--- src/rtl/phy_irq_pkg.sv ---
package phy_irq_pkg;

  // Status bit positions inside the event byte
  localparam int unsigned BIT_AN_DONE   = 0;
  localparam int unsigned BIT_REM_FAULT = 1;
  localparam int unsigned BIT_LINK_DOWN = 2;
  localparam int unsigned BIT_LP_ACK    = 3;
  localparam int unsigned BIT_PD_FAULT  = 4;
  localparam int unsigned BIT_PAGE_RX   = 5;
  localparam int unsigned BIT_RX_ERR    = 6;
  localparam int unsigned BIT_JABBER    = 7;
  localparam int unsigned NUM_EVENTS    = 8;

  typedef logic [NUM_EVENTS-1:0] ev_vec_t;

  // Sticky update: clear on read, but an event in the same cycle wins
  function automatic ev_vec_t f_sticky_next(input ev_vec_t cur,
                                            input ev_vec_t set,
                                            input logic    clr);
    ev_vec_t kept;
    kept = clr ? '0 : cur;
    return kept | set;
  endfunction

  // Any enabled status bit pending
  function automatic logic f_masked_any(input ev_vec_t stat,
                                        input ev_vec_t ena);
    return |(stat & ena);
  endfunction

endpackage

--- src/rtl/phy_irq_edge.sv ---
module phy_irq_edge (
  input  logic clk,
  input  logic rst_n,
  input  logic rx_err_lvl,
  input  logic link_ok_lvl,
  output logic rx_err_q,
  output logic link_ok_q,
  output logic rx_err_rise,
  output logic link_drop
);

  // History resets to idle: receive error low, link FAIL
  always_ff @(posedge clk or negedge rst_n) begin
    if (!rst_n) begin
      rx_err_q  <= 1'b0;
      link_ok_q <= 1'b0;
    end else begin
      rx_err_q  <= rx_err_lvl;
      link_ok_q <= link_ok_lvl;
    end
  end

  assign rx_err_rise = rx_err_lvl & ~rx_err_q;
  assign link_drop   = ~link_ok_lvl & link_ok_q;

endmodule

--- src/rtl/phy_irq_status.sv ---
module phy_irq_status
  import phy_irq_pkg::*;
#(
  parameter int unsigned N_EV = NUM_EVENTS
) (
  input  logic            clk,
  input  logic            rst_n,
  input  logic [N_EV-1:0] set_vec,
  input  logic            rd_clr,
  output logic [N_EV-1:0] status,
  output logic [N_EV-1:0] status_nxt
);

  always_comb status_nxt = f_sticky_next(status, set_vec, rd_clr);

  always_ff @(posedge clk or negedge rst_n) begin
    if (!rst_n) status <= '0;
    else        status <= status_nxt;
  end

endmodule

--- src/rtl/phy_irq_enable.sv ---
module phy_irq_enable #(
  parameter int unsigned N_EV = 8,
  localparam int unsigned DW  = 2 * N_EV
) (
  input  logic            clk,
  input  logic            rst_n,
  input  logic            wr_hit,
  input  logic [DW-1:0]   wdata,
  output logic [N_EV-1:0] enable,
  output logic [N_EV-1:0] enable_nxt
);

  // Only the upper half of the write word is stored
  always_comb enable_nxt = wr_hit ? wdata[DW-1:N_EV] : enable;

  always_ff @(posedge clk or negedge rst_n) begin
    if (!rst_n) enable <= '0;
    else        enable <= enable_nxt;
  end

endmodule

--- src/rtl/phy_irq_drive.sv ---
module phy_irq_drive
  import phy_irq_pkg::*;
#(
  parameter int unsigned N_EV = NUM_EVENTS
) (
  input  logic            clk,
  input  logic            rst_n,
  input  logic [N_EV-1:0] status_nxt,
  input  logic [N_EV-1:0] enable_nxt,
  input  logic            active_high,
  output logic            irq_req,
  output logic            irq_pin
);

  always_ff @(posedge clk or negedge rst_n) begin
    if (!rst_n) irq_req <= 1'b0;
    else        irq_req <= f_masked_any(status_nxt, enable_nxt);
  end

  assign irq_pin = active_high ? irq_req : ~irq_req;

endmodule

--- src/rtl/phy_irq_reg.sv ---
module phy_irq_reg
  import phy_irq_pkg::*;
#(
  parameter int unsigned ADDR_W   = 5,
  parameter int unsigned REG_ADDR = 17,
  parameter int unsigned N_EV     = NUM_EVENTS,
  localparam int unsigned DW      = 2 * N_EV
) (
  input  logic              clk,
  input  logic              rst_n,
  input  logic [ADDR_W-1:0] reg_addr,
  input  logic              reg_rd,
  input  logic              reg_wr,
  input  logic [DW-1:0]     reg_wdata,
  output logic [DW-1:0]     reg_rdata,
  input  logic              ev_jabber,
  input  logic              rx_err_lvl,
  input  logic              ev_page_rx,
  input  logic              ev_pd_fault,
  input  logic              ev_lp_ack,
  input  logic              link_ok_lvl,
  input  logic              ev_rem_fault,
  input  logic              ev_an_done,
  input  logic              irq_active_high,
  output logic              irq_pin
);

  // Named internal events, visible to the bound checker
  logic            addr_hit;
  logic            rd_clr;
  logic            wr_hit;
  logic            rx_err_q;
  logic            link_ok_q;
  logic            rx_err_rise;
  logic            link_drop;
  logic            irq_req;
  logic [N_EV-1:0] set_vec;
  logic [N_EV-1:0] status;
  logic [N_EV-1:0] status_nxt;
  logic [N_EV-1:0] enable;
  logic [N_EV-1:0] enable_nxt;

  assign addr_hit = (reg_addr == ADDR_W'(REG_ADDR));
  assign rd_clr   = reg_rd & addr_hit;
  assign wr_hit   = reg_wr & addr_hit;

  phy_irq_edge i_edge (
    .clk         (clk),
    .rst_n       (rst_n),
    .rx_err_lvl  (rx_err_lvl),
    .link_ok_lvl (link_ok_lvl),
    .rx_err_q    (rx_err_q),
    .link_ok_q   (link_ok_q),
    .rx_err_rise (rx_err_rise),
    .link_drop   (link_drop)
  );

  always_comb begin
    set_vec                = '0;
    set_vec[BIT_JABBER]    = ev_jabber;
    set_vec[BIT_RX_ERR]    = rx_err_rise;
    set_vec[BIT_PAGE_RX]   = ev_page_rx;
    set_vec[BIT_PD_FAULT]  = ev_pd_fault;
    set_vec[BIT_LP_ACK]    = ev_lp_ack;
    set_vec[BIT_LINK_DOWN] = link_drop;
    set_vec[BIT_REM_FAULT] = ev_rem_fault;
    set_vec[BIT_AN_DONE]   = ev_an_done;
  end

  phy_irq_status #(.N_EV(N_EV)) i_status (
    .clk        (clk),
    .rst_n      (rst_n),
    .set_vec    (set_vec),
    .rd_clr     (rd_clr),
    .status     (status),
    .status_nxt (status_nxt)
  );

  phy_irq_enable #(.N_EV(N_EV)) i_enable (
    .clk        (clk),
    .rst_n      (rst_n),
    .wr_hit     (wr_hit),
    .wdata      (reg_wdata),
    .enable     (enable),
    .enable_nxt (enable_nxt)
  );

  phy_irq_drive #(.N_EV(N_EV)) i_drive (
    .clk         (clk),
    .rst_n       (rst_n),
    .status_nxt  (status_nxt),
    .enable_nxt  (enable_nxt),
    .active_high (irq_active_high),
    .irq_req     (irq_req),
    .irq_pin     (irq_pin)
  );

  // Read data is the pre-clear value during the read cycle
  assign reg_rdata = rd_clr ? {enable, status} : '0;

endmodule

--- config.mk ---
export PLATFORM = sky130hd
export DESIGN_NAME = phy_irq_reg
export DESIGN_NICKNAME = d
export VERILOG_FILES = /design/src/rtl/phy_irq_pkg.sv /design/src/rtl/phy_irq_edge.sv /design/src/rtl/phy_irq_status.sv /design/src/rtl/phy_irq_enable.sv /design/src/rtl/phy_irq_drive.sv /design/src/rtl/phy_irq_reg.sv
export SDC_FILE = /design/constraint.sdc
export NUM_CORES = 1
export LEC_CHECK = 0
export BUFFER_PORTS_ARGS = -buffer_cell sky130_fd_sc_hd__buf_4
export CORE_ASPECT_RATIO = 1.5
export CORE_MARGIN = 3
export CORE_UTILIZATION = 42
export DETAILED_ROUTE_END_ITERATION = 10
export GPL_ROUTABILITY_DRIVEN = 0
export PLACE_DENSITY = 0.73
export RECOVER_POWER = 25
export SLEW_MARGIN = 20
export SYNTH_ARGS = -nofsm -noshare
export SYNTH_HDL_FRONTEND = slang
export SYNTH_SLANG_ARGS = --single-unit
--- constraint.sdc ---
create_clock -name clk -period 2.35 [get_ports clk]
set_clock_uncertainty 0.15 [all_clocks]
set_input_delay 0.3525 -clock clk [delete_from_list [all_inputs] [get_ports clk]]
set_output_delay 0.3525 -clock clk [all_outputs]
set_load 0.1 [all_outputs]
# Word-level counts from Yosys, hierarchy flattened
# Cells that the tools add are included.
# word_totals
register_bits	19
latchBits	0
mem_bits_rw	0
rom_bits	0
output_inout_bits	17
wordCells	20
memories	0
# classes
addsub	0
multipliers	0
div	0
n_lt_le_gt_ge	0
n_eq_ne	1
shift	0
n_mux	4
bitwise	9
reduce_logical	1
# ops
cell	count
$mux 16	1
$mux 8	2
$and 8x8->8	1
$or 8x8->8	1
$reduce_or 8->1	1
$eq 5x5->1 const B	1
$and 1x1->1	4
$not 1->1	3
$mux 1	1

# Depth between registers and ports, before layout
# depth
ltp_word	6
depth_mapped	6

# Modules after synthesis
# From an unflattened synthesis, not the netlist that was laid out.
# unflattened
cells_unflattened	87
hier_area_um2	1057.3
# by_module_without_submodules
mod	instances	cells_each	area_each_um2	seq_area_each_um2
phy_irq_enable	1	17	331.6	200.2
phy_irq_reg	1	42	314.1	0.0
phy_irq_status	1	17	264.0	200.2
phy_irq_edge	1	4	77.6	50.0
phy_irq_drive	1	7	70.1	25.0

# Least setup slack after synthesis
# OpenSTA, ideal clock, no wires.
# synth_path
path_kind	input -> output
start	input reg_addr[3]
end	output reg_rdata[10]
t_arrival_ps	2086
required_time_ps	1847
setup_slack_ps	-239
cell_stages	4
path_buffers	1
cell_sequence	or4b_1 -> nor2_1 -> clkbuf_1 -> and2_1
# synth_between
elab_chain_len	3
# synth_lines
element	line	source
start: declaration	phy_irq_reg.sv:11	input logic [ADDR_W-1:0] reg_addr,
$eq 5x5->1	phy_irq_reg.sv:43	assign addr_hit = (reg_addr == ADDR_W'(REG_ADDR));
$and 1x1->1	phy_irq_reg.sv:44	assign rd_clr = reg_rd & addr_hit;
$mux 16	phy_irq_reg.sv:99	assign reg_rdata = rd_clr ? {enable, status} : '0;
end: declaration	phy_irq_reg.sv:15	output logic [DW-1:0] reg_rdata,
# No other way between the ends.

# Final worst setup path
# layout_path
start	input reg_addr[3]
end	output reg_rdata[0]
# The elaborated chain is that of the path after synthesis.

==> results.cfg <==
[run_status]
status = completed

[sta]
tns_ns = 0
fin_crit_sh = 0.9645
hold_viol_final = 0
fmax_mhz = 441.2
rsz0062_at_grt = false
min_period_ns = 2.267
slew-limit-headroom = 0.3382
worst_slew_pin_slew_ns = 0.9928
setup_viol = 0
slew_violations = 0

[critical_path]
required_ns = 1.85
startpoint_type = input port
worstSetupStartpoint = reg_addr[3]
ff2ff_path_depth = 3
path_cells = buf_4, or4b_1, nor2_1, buf_4, and2_2, buf_4
cpMostUsedCell = buf_4
worst_path_largest_cell_delay_ns = 0.55
path_class = input port to primary output
cp-end-kind = primary output
rrSetupSlack_ns = 1.06
cp.arrival_ns = 1.76
cp_max_fo = 11
worstReg2RegStart = i_enable.enable[7]
cpMaxStageDelayCell = or4b_1
r2r_end = i_drive.irq_req

[placement]
dp_cells = 135
port_buffers = 42
dp_hpwl_um = 1521
placed_area_mm2 = 0.001247

[drt]
wirelength_um = 1878
routed_via_density = 4.921
drt_iter0_markers = 5
wl_per_cell_um = 13.41
drc = 0
vias = 689
antenna_left = 0
dr.pass1.iters = 5

[clock_network]
cts_num_sinks = 19
h-tree-depth = 1
cts_root_buffer = clkbuf_4
clk_latency_ns = 0.28
clk_pin_slew_worst_paths_ns = 0.10
tritoncts = built
clockBufferDepth = 2
cts_made_buffers = 3

[hold_path]
min_to = i_edge.link_ok_q
worstHoldStart = link_ok_lvl
hold_depth = 1
worstHoldPathType = input port to flop

[synthesis]
ys_seq_area_frac = 0.5460
syn_area_um2 = 870.8
ys_ff_latch = 19
yosysUniqueCellTypes = 21
yosysWarningCount = 0
syn_area_per_cell_um2 = 12.27
synth_fp_nets = 105
netlist_instances = 71

[run]
cap_violations = 0

[power]
powerDensity_mw_per_mm2 = 557.9
p_total_mw = 0.7127
power_leakage_nw = 0.6405
ir_drop_mv = 0.5134

[floorplanning]
dieWidth_um = 43.18
dieArea_mm2 = 0.002667
core-area_mm2 = 0.001902
rows = 19
ios = 51
start_util = 0.4579
fp.dieH_um = 61.77

[final_layout]
utilization = 0.6717
fill_cells = 173
nNetsFinal = 154
regArea_um2 = 475.5
final_common_cell = buf_4
stdcell_area_mm2 = 0.001277
layout-drive-gt1-share = 0.6050
final_cell_mix = buf_4, dfrtp_1, and2_2
syn_to_final_growth_pct = 46.70
multiInputGateArea_um2 = 385.4
antennaDiodeCount = 0
fin_cells = 140

[global_routing]
grt_max_degree = 20
antenna_found_initial = 0
grt_usage = 0.1508
grt_pass1_wl_um = 3029
grt.overflow.total = 0
grt_pass1_vias = 730
stage by stage:
stage | hold slack, ns | setup slack, ns
3_5_place_dp | 0.08500 | 0.06359
5_1_grt | 0.03828 | 0.005456
4_1_cts | 0.02395 | 0.07304
3_3_place_gp | 0.08698 | 0.08182
6_report | 0.04369 | 0.08340
2_1_floorplan | -0.09309 | 0.04785
what timing repair did:
item	CTS	global route
hold buffers	1	0
setup buffers	0	0
endpoints found under the hold margin	19	0
resized for setup	0	0
flip-flops by register name (all words and copies together), names as in the netlist:
register          flops
i_edge.link_ok_q      1
i_enable.enable       8
i_edge.rx_err_q       1
i_status.status       8
i_drive.irq_req       1
cell type report:
type	count	area share
Tap cell	21	0.02057
Sequential cell	19	0.3722
Multi-Input combinational cell	44	0.3017
Clock buffer	3	0.01763
Clock inverter	1	0.003918
Inverter	6	0.01763
Timing Repair Buffer	46	0.2664
cells in the mapped netlist, drive strengths merged:
library cell	instances	area share
dfrtp	19	0.55
and2	16	0.11
a21o	6	0.052
inv	6	0.026
mux2	6	0.078
a22oi	2	0.017
a2bb2oi	2	0.027
mux2i	2	0.023
a2bb2o	1	0.023
buf	1	0.013
clkbuf	1	0.0043
nand2	1	0.0043
nand3	1	0.0057
nand4bb	1	0.013
nor2	1	0.0043
nor4b	1	0.010
o2bb2ai	1	0.010
or2	1	0.0072
or4b	1	0.011
xnor2	1	0.010
critical path: cells and delay by family:
kind	cells	cell delay, ns
AND/OR/NAND/NOR	3	0.85
buffers and inverters	3	0.57
metal layers:
metal  global-route usage  routed length, um  part of all wire  vias to the layer above
met5                    0                  0                 0                        -
met4              0.05172                 16            0.0085                        0
met3              0.03458                114             0.061                        2
met2               0.2748               1029              0.55                       24
met1               0.1735                718              0.38                      324
li1                     -                  -                 -                      339
cells by family (layout without fill, tap and decap cells):
family	Yosys count	in the layout	share of synthesized area
xor gates and xnor gates	1	1	0.01006
buffers and inverters	8	56	0.04310
muxes	8	8	0.1006
AOI/OAI and AO/OA	12	12	0.1293
DFF	19	19	0.5460
and+or+nand+nor	23	23	0.1710
worst max path at each step:
stage               slack [ns]  cells after the start              end
detailed placement        0.06                      6  i_drive.irq_req
CTS                       0.07                      6     reg_rdata[0]
floorplan                 0.05                      4    reg_rdata[10]
global placement          0.08                      6  i_drive.irq_req
global route             0.005                      6     reg_rdata[8]
finish                    0.08                      6     reg_rdata[0]
power breakdown:
| group | leakage, nW | internal, mW | total (mW) | switching [mW] |
|---|---|---|---|---|
| combinational | 0.417 | 0.0858 | 0.181 | 0.0950 |
| sequential | 0.206 | 0.361 | 0.375 | 0.0143 |
| clock | 0.0177 | 0.0632 | 0.157 | 0.0936 |
| total | 0.641 | 0.510 | 0.713 | 0.203 |
(Power assumes the default switching activity.)
